$ cat config.mk
export PLATFORM = sky130hd
export DESIGN_NAME = opstat_reporter
export DESIGN_NICKNAME = d
export VERILOG_FILES = /design/src/rtl/opstat_pkg.sv /design/src/rtl/opstat_track.sv /design/src/rtl/opstat_compose.sv /design/src/rtl/opstat_outreg.sv /design/src/rtl/opstat_reporter.sv
export SDC_FILE = /design/constraint.sdc
export NUM_CORES = 1
export LEC_CHECK = 0
export BUFFER_PORTS_ARGS = -buffer_cell sky130_fd_sc_hd__buf_2
export CAP_MARGIN = 20
export CORE_MARGIN = 2
export CORE_UTILIZATION = 43
export DETAILED_ROUTE_END_ITERATION = 7
export PLACE_DENSITY = 0.75
export SLEW_MARGIN = 20
export SYNTH_ARGS = -nofsm -noshare
export SYNTH_HDL_FRONTEND = slang
export SYNTH_SLANG_ARGS = --single-unit
$ cat constraint.sdc
create_clock -name clk -period 1.3 [get_ports clk]
set_input_delay 0.195 -clock clk [delete_from_list [all_inputs] [get_ports clk]]
set_output_delay 0.195 -clock clk [all_outputs]
set_load 0.03 [all_outputs]
$ cat src/rtl/opstat_pkg.sv
package opstat_pkg;

    // Bit positions of the status indicators (decoded by host software)
    localparam int POS_POLL  = 7;
    localparam int POS_TOG   = 6;
    localparam int POS_TMO   = 5;
    localparam int POS_TIMER = 3;
    localparam int STAT_W    = 8;

    typedef struct packed {
        logic busy;   // engine busy in previous cycle
        logic tog;    // toggle value for the next status read
        logic pbit;   // latched target bit 7 of the program
        logic erase;  // latched kind: 1 = erase
        logic fault;  // held pulse-limit timeout
    } trk_t;

    typedef struct packed {
        logic valid;
    } oreg_ctl_t;

endpackage

$ cat src/rtl/opstat_track.sv
module opstat_track
    import opstat_pkg::*;
(
    input  logic clk,
    input  logic rst_n,
    input  logic prog_busy,
    input  logic erase_busy,
    input  logic limit_hit,
    input  logic op_done,
    input  logic fault_clr,
    input  logic prog_bit7,
    input  logic rd_stb,
    output logic stat_o,
    output logic tog_o,
    output logic pbit_o,
    output logic erase_o,
    output logic fault_o
);

    trk_t st_d, st_q;
    logic busy, start, fault_e, stat_e, tog_e, pbit_e, erase_e;

    always_comb begin
        busy    = prog_busy | erase_busy;
        start   = busy & ~st_q.busy;
        fault_e = st_q.fault | (busy & limit_hit);
        stat_e  = fault_e | (busy & ~op_done);
        tog_e   = start ? 1'b0 : st_q.tog;
        pbit_e  = prog_busy ? prog_bit7 : st_q.pbit;
        erase_e = busy ? erase_busy : st_q.erase;

        st_d       = st_q;
        st_d.busy  = busy;
        st_d.tog   = (rd_stb & stat_e) ? ~tog_e : tog_e;
        st_d.pbit  = pbit_e;
        st_d.erase = erase_e;
        st_d.fault = fault_clr ? 1'b0 : fault_e;
    end

    always_ff @(posedge clk) begin
        if (!rst_n) st_q <= '0;
        else        st_q <= st_d;
    end

    assign stat_o  = stat_e;
    assign tog_o   = tog_e;
    assign pbit_o  = pbit_e;
    assign erase_o = erase_e;
    assign fault_o = fault_e;

endmodule

$ cat src/rtl/opstat_compose.sv
module opstat_compose
    import opstat_pkg::*;
#(
    parameter int DATA_W = 8
) (
    input  logic              stat,
    input  logic              tog,
    input  logic              pbit,
    input  logic              erase,
    input  logic              fault,
    input  logic              load_window,
    input  logic [DATA_W-1:0] arr_data,
    output logic [DATA_W-1:0] byte_o
);

    logic [STAT_W-1:0] sbyte;

    always_comb begin
        sbyte            = '0;
        sbyte[POS_POLL]  = erase ? 1'b0 : ~pbit;
        sbyte[POS_TOG]   = tog;
        sbyte[POS_TMO]   = fault;
        sbyte[POS_TIMER] = erase & ~load_window;
    end

    generate
        if (DATA_W > STAT_W) begin : g_wide
            assign byte_o = stat ? {{(DATA_W-STAT_W){1'b0}}, sbyte} : arr_data;
        end else begin : g_narrow
            assign byte_o = stat ? sbyte[DATA_W-1:0] : arr_data;
        end
    endgenerate

endmodule

$ cat src/rtl/opstat_outreg.sv
module opstat_outreg
    import opstat_pkg::*;
#(
    parameter int DATA_W = 8
) (
    input  logic              clk,
    input  logic              rst_n,
    input  logic              rd_stb,
    input  logic [DATA_W-1:0] byte_i,
    output logic              rd_valid,
    output logic [DATA_W-1:0] rd_data
);

    oreg_ctl_t         ctl_d, ctl_q;
    logic [DATA_W-1:0] dat_d, dat_q;

    always_comb begin
        ctl_d.valid = rd_stb;
        dat_d       = rd_stb ? byte_i : dat_q;
    end

    always_ff @(posedge clk) begin
        if (!rst_n) begin
            ctl_q <= '0;
            dat_q <= '0;
        end else begin
            ctl_q <= ctl_d;
            dat_q <= dat_d;
        end
    end

    assign rd_valid = ctl_q.valid;
    assign rd_data  = dat_q;

endmodule

$ cat src/rtl/opstat_reporter.sv
module opstat_reporter #(
    parameter int DATA_W = 8
) (
    input  logic              clk,
    input  logic              rst_n,
    input  logic              prog_busy,
    input  logic              erase_busy,
    input  logic              load_window,
    input  logic              limit_hit,
    input  logic              op_done,
    input  logic              fault_clr,
    input  logic              prog_bit7,
    input  logic              rd_stb,
    input  logic [DATA_W-1:0] arr_data,
    output logic              rd_valid,
    output logic [DATA_W-1:0] rd_data
);

    logic stat, tog, pbit, erase, fault;
    logic [DATA_W-1:0] byte_w;

    opstat_track u_track (
        .clk        (clk),
        .rst_n      (rst_n),
        .prog_busy  (prog_busy),
        .erase_busy (erase_busy),
        .limit_hit  (limit_hit),
        .op_done    (op_done),
        .fault_clr  (fault_clr),
        .prog_bit7  (prog_bit7),
        .rd_stb     (rd_stb),
        .stat_o     (stat),
        .tog_o      (tog),
        .pbit_o     (pbit),
        .erase_o    (erase),
        .fault_o    (fault)
    );

    opstat_compose #(.DATA_W(DATA_W)) u_compose (
        .stat        (stat),
        .tog         (tog),
        .pbit        (pbit),
        .erase       (erase),
        .fault       (fault),
        .load_window (load_window),
        .arr_data    (arr_data),
        .byte_o      (byte_w)
    );

    opstat_outreg #(.DATA_W(DATA_W)) u_outreg (
        .clk      (clk),
        .rst_n    (rst_n),
        .rd_stb   (rd_stb),
        .byte_i   (byte_w),
        .rd_valid (rd_valid),
        .rd_data  (rd_data)
    );

endmodule

## Yosys cells after proc, flatten, opt, wreduce, memory -nomap -nowiden

Index checks and enable logic that the tools add are counted.

| storage, ports and cells | value |
|---|---|
| register bits after elaboration | 14 |
| output and inout port bits | 9 |

| cells by class | value |
|---|---|
| mux-type cells | 6 |
| bitwise operators | 14 |
| reduce and logical (&&, ||, !) cells | 1 |

Operators by type and width:

| cell | number |
|---|---|
| $mux W8 | 1 |
| $not A1 Y1 | 6 |
| $and A1 B1 Y1 | 5 |
| $mux W1 | 5 |
| $or A1 B1 Y1 | 3 |
| $reduce_or A2 Y1 | 1 |

## Depth between registers and ports, before layout

| logic depth | value |
|---|---|
| word-level depth | 6 |
| gate-level depth with buffers | 5 |
| gate-level depth less buffers | 4 |

## Modules after synthesis

From an unflattened synthesis, not the netlist that was laid out.

| unflattened totals | value |
|---|---|
| cell total of the unflattened synthesis | 61 |
| area, all modules | 649.4 sq um |

Modules (own cells, without submodules):

| module | instances | cells each | area each (sq um) |
|---|---|---|---|
| opstat_outreg | 1 | 27 | 329.1 |
| opstat_track | 1 | 22 | 211.5 |
| opstat_compose | 1 | 12 | 108.9 |

## Worst setup path before layout

OpenSTA, ideal clock, no wires.

| timing | value |
|---|---|
| path kind | input -> register |
| start point | in erase_busy |
| end point | reg u_outreg.dat_q[6], in the netlist u_outreg.rd_data[6] |
| setup time | 131 ps |
| arrival | 1013 ps |
| data required time | 1169 ps |
| setup slack | 156 ps |
| stages on the path | 5 |
| path buffers | 1 |
| cells stage by stage | or2_2 -> a21oi_2 -> buf_6 -> mux2i_1 -> a21oi_1 |

| between the ends | value |
|---|---|
| longest elaborated chain between the ends | 5 |
| elaborated cells between the ends (all ways) | 8 |
| classes of those cells | mux (2); bitwise (6) |

Ends and longest elaborated chain:

| element | RTL line | source |
|---|---|---|
| from (decl) | opstat_reporter.sv:7 | `input logic erase_busy,` |
| $or A1 B1 Y1 * | opstat_track.sv:24 | `busy = prog_busy \| erase_busy;` |
| $and A1 B1 Y1 | opstat_track.sv:26 | `fault_e = st_q.fault \| (busy & limit_hit);` |
| $or A1 B1 Y1 | opstat_track.sv:26 |  |
| $or A1 B1 Y1 | opstat_track.sv:27 | `stat_e = fault_e \| (busy & ~op_done);` |
| $mux W8 * | opstat_compose.sv:30 | `assign byte_o = stat ? sbyte[DATA_W-1:0] : arr_data;` |
| to (signal assigned) | opstat_outreg.sv:28 | `dat_q <= dat_d;` |
| to (decl) | opstat_outreg.sv:15 | `logic [DATA_W-1:0] dat_d, dat_q;` |

Every way passes the cells marked *; elsewhere a longest branch is shown, timed or not.
A chain may end at the register's enable or synchronous reset.

## Final worst setup path

| timing | value |
|---|---|
| start point | reg u_track.st_q[4] in the netlist's numbering |
| end point | reg u_track.st_q[3] in the netlist's numbering |

| between the ends | value |
|---|---|
| longest elaborated chain between the ends | 5 |

Ends and longest elaborated chain:

| element | RTL line | source |
|---|---|---|
| from (decl) | opstat_track.sv:20 | `trk_t st_d, st_q;` |
| from (signal assigned) | opstat_track.sv:42 | `else st_q <= st_d;` |
| $not A1 Y1 * | opstat_track.sv:25 | `start = busy & ~st_q.busy;` |
| $and A1 B1 Y1 * | opstat_track.sv:25 |  |
| $mux W1 * | opstat_track.sv:28 | `tog_e = start ? 1'b0 : st_q.tog;` |
| $not A1 Y1 | opstat_track.sv:34 | `st_d.tog = (rd_stb & stat_e) ? ~tog_e : tog_e;` |
| $mux W1 * | opstat_track.sv:34 |  |

Marks and branches as above.

==> flow_summary.ini <==
[critical_path]
crit_path_max_fanout = 3
critPathRequiredTime_ns = 1.51
crit_path_start_kind = register
reg2regPathDepth = 3
arrival_ns = 1.33
endpoint_kind = register
r2r_end = u_track.st_q[3]$_SDFF_PN0_
r2r-start = u_track.st_q[4]$_SDFF_PN0_
path_class = reg2reg
reg2reg_slack_ns = 0.18

[yosys]
synth_fp_nets = 82
postSynthAreaPerCell_sq_um = 9.07
ys_types = 25
synth_mux_area_share_pct = 3.45
ys_top_cells_by_area = dfxtp_1, a21boi_0, o21ai_0
synth_enable_flop_cells = 0
ys_seq_area_share_pct = 48.3
synthXorXnorAreaFrac_pct = 0
synthTopCellsByCount = dfxtp_1, nand2_1, o21ai_0
ys_ff_latch = 14
yosys.area.top_type_share_pct = 48.3
syn_area_sq_um = 581
synthSimpleGateAreaFrac_pct = 20.9
synth_top_family_by_area = compound AO/OA/AOI/OAI gates
synth_compound_area_share_pct = 22.8
synth.largest_area_cell = dfxtp_1
yosysMostFrequentCell = dfxtp_1
synth_fa_ha_area_share_pct = 0
async_flop_share_pct = 0
synthCells = 64
synth_ff_type = dfxtp_1
ys_warn_count = 0

[grt]
gr-usage-all-layers_pct = 17.5
globalRouteMet3Util_pct = 6.52
grt_first_pass_wirelength_um = 1830
use_met1_pct = 20.3
antenna_found_initial = 0
grt_busiest_layer = met2
grt_max_degree = 15
overflow = 0
grt_pass1_vias = 447
gr-usage-met2_pct = 26.2

[die]
initial_utilization_pct = 45.2
ios = 27
core_sq_mm = 0.00128
die-area_sq_mm = 0.00166
die_w_um = 40.7
rows = 13
die_h_um = 40.7

[finish]
area_growth_pct = 35.3
final_area_sq_um = 786
n_fill_cell = 120
nets = 117
diodes = 0
drive_above_1_share_pct = 43.3

[clock_network]
postCtsSetupBuffers = 0
cts_sinks = 14
cts_max_level = 1
cts_buffer_depth = 2
cts_tree = yes
ctsHoldBuffers = 0
clk_pin_slew_ns = 0.08
ctsRootBufferMaster = clkbuf_4
clock_latency_ns = 0.27
numCtsBuffers = 3
cts_resized = 0

[sta]
finalCriticalPeriod_ns = 1.12
finalSetupViolCount = 0
hold_viol = 0
finalCritPeriodShare_pct = 86.2
drv_slew = 0
fmax_ghz = 0.893
fin_worst_skew_ns = 0.00103
worst_pin_slew_ns = 0.242
final.setup.tns_ns = 0
relSlewSlack_pct = 83.9
layout_setup_ws_ns = 0.180
rsz0062_at_grt = no

[routing]
ant_nets = 0
drc_errors = 0
dr.first_iter.drc_count = 5
drt-vias-per-instance = 4.86
routedWlPerCell_um = 10.9
vias = 544
drt_first_pass_iters = 4
finalWirelength_um = 1220

[pwr]
ir_worst_vdd_uv = 499
powerDensity_mw_per_mm2 = 1110
leakage_nw = 0.371

[place]
port_buffers = 26
place_hpwl_um = 932
placed_area_sq_um = 763
place_ws_ns = -0.0413
gp_congestion = 0.690

[hold_path]
hold_path_class = in2reg
min_from = fault_clr
holdPathStages = 2
hold_end = u_track.st_q[0]$_SDFF_PP0_

[run_status]
status = finished, final reports clean

[flow_run]
max_cap_viol_count = 0
## stage by stage
stage	total power, mW	std cells	hold slack (ns)	utilization (%)
3_3_place_gp	0.642	109	0.362	59.4
4_1_cts	0.886	112	0.0651	61.1
2_1_floorplan	0.574	64	0.271	-
5_1_grt	0.925	112	0.0655	61.1
3_5_place_dp	0.645	109	0.366	59.4
6_report	0.871	112	0.0768	61.1
## critical path: stages (launching register included)
cell and delay (ns):
dfxtp_1 0.31, o21a_1 0.19, or3_2 0.40, a21boi_0 0.15
## report_power, final
group	switching (mW)	total, mW	internal (mW)	leakage (nW)
Clock	0.130	0.237	0.107	0.0138
Combinational	0.0915	0.170	0.0786	0.242
Sequential	0.00989	0.464	0.454	0.116
Total	0.231	0.871	0.640	0.371
## state kept, by name (all words and copies together) (netlist names)
| register | cells |
|---|---|
| u_outreg.rd_data | 8 |
| u_track.st_q | 5 |
| u_outreg.rd_valid | 1 |
## worst max path at each step
| stage | start | to | slack (ns) | cells past startpoint |
|---|---|---|---|---|
| after floorplan | erase_busy | u_outreg.rd_data[6]$_SDFFE_PN0P_ | 0.16 | 5 |
| after global placement | erase_busy | u_outreg.rd_data[1]$_SDFFE_PN0P_ | 0.02 | 6 |
| after detailed placement | erase_busy | u_outreg.rd_data[4]$_SDFFE_PN0P_ | -0.04 | 6 |
| after CTS | u_track.st_q[4]$_SDFF_PN0_ | u_track.st_q[3]$_SDFF_PN0_ | 0.17 | 3 |
| after global routing | u_track.st_q[4]$_SDFF_PN0_ | u_track.st_q[3]$_SDFF_PN0_ | 0.11 | 3 |
| final | u_track.st_q[4]$_SDFF_PN0_ | u_track.st_q[3]$_SDFF_PN0_ | 0.18 | 3 |
## final cells by class
type,instances,area (sq um),share of cell area (%)
sequential,14,280,35.7
multi-input combinational,45,274,34.9
timing repair buffer,33,183,23.2
clock buffer,3,22.5,2.87
tap,15,18.8,2.39
inverter,2,7.51,0.955
## metal layers
layer | vias to the layer above | part of all wire (%)
met1 | 236 | 49
met2 | 17 | 43
met4 | 0 | 0.99
met5 | - | 0
met3 | 2 | 6.8
li1 | 289 | -
## cells by family after synthesis
logic type | Yosys count
AND/OR/NAND/NOR | 22
AO/OA/AOI/OAI | 21
flip-flops | 14
buffers and inverters | 5
multiplexers | 2
## cells in the final DEF (no fill, tap or decap)
| cell | n |
|---|---|
| a21oi_1 | 3 |
| o21a_1 | 2 |
| nor2_1 | 1 |
| nor3_1 | 1 |
| inv_1 | 2 |
| a21oi_2 | 1 |
| buf_2 | 26 |
| nand2_1 | 6 |
| a21boi_0 | 5 |
| clkbuf_4 | 3 |
| buf_4 | 7 |
| nor3b_1 | 1 |
| o21ai_0 | 6 |
| or2_2 | 2 |
| and2_1 | 1 |
| mux2i_1 | 2 |
| dfxtp_1 | 14 |
| a31oi_1 | 3 |
| o21bai_1 | 1 |
| and2b_2 | 1 |
| and2_2 | 1 |
| or3_2 | 1 |
| or3_1 | 1 |
| or2b_1 | 1 |
| nand3_1 | 4 |
| nor2b_1 | 1 |
Note: power is estimated with default switching activity, not from simulation.
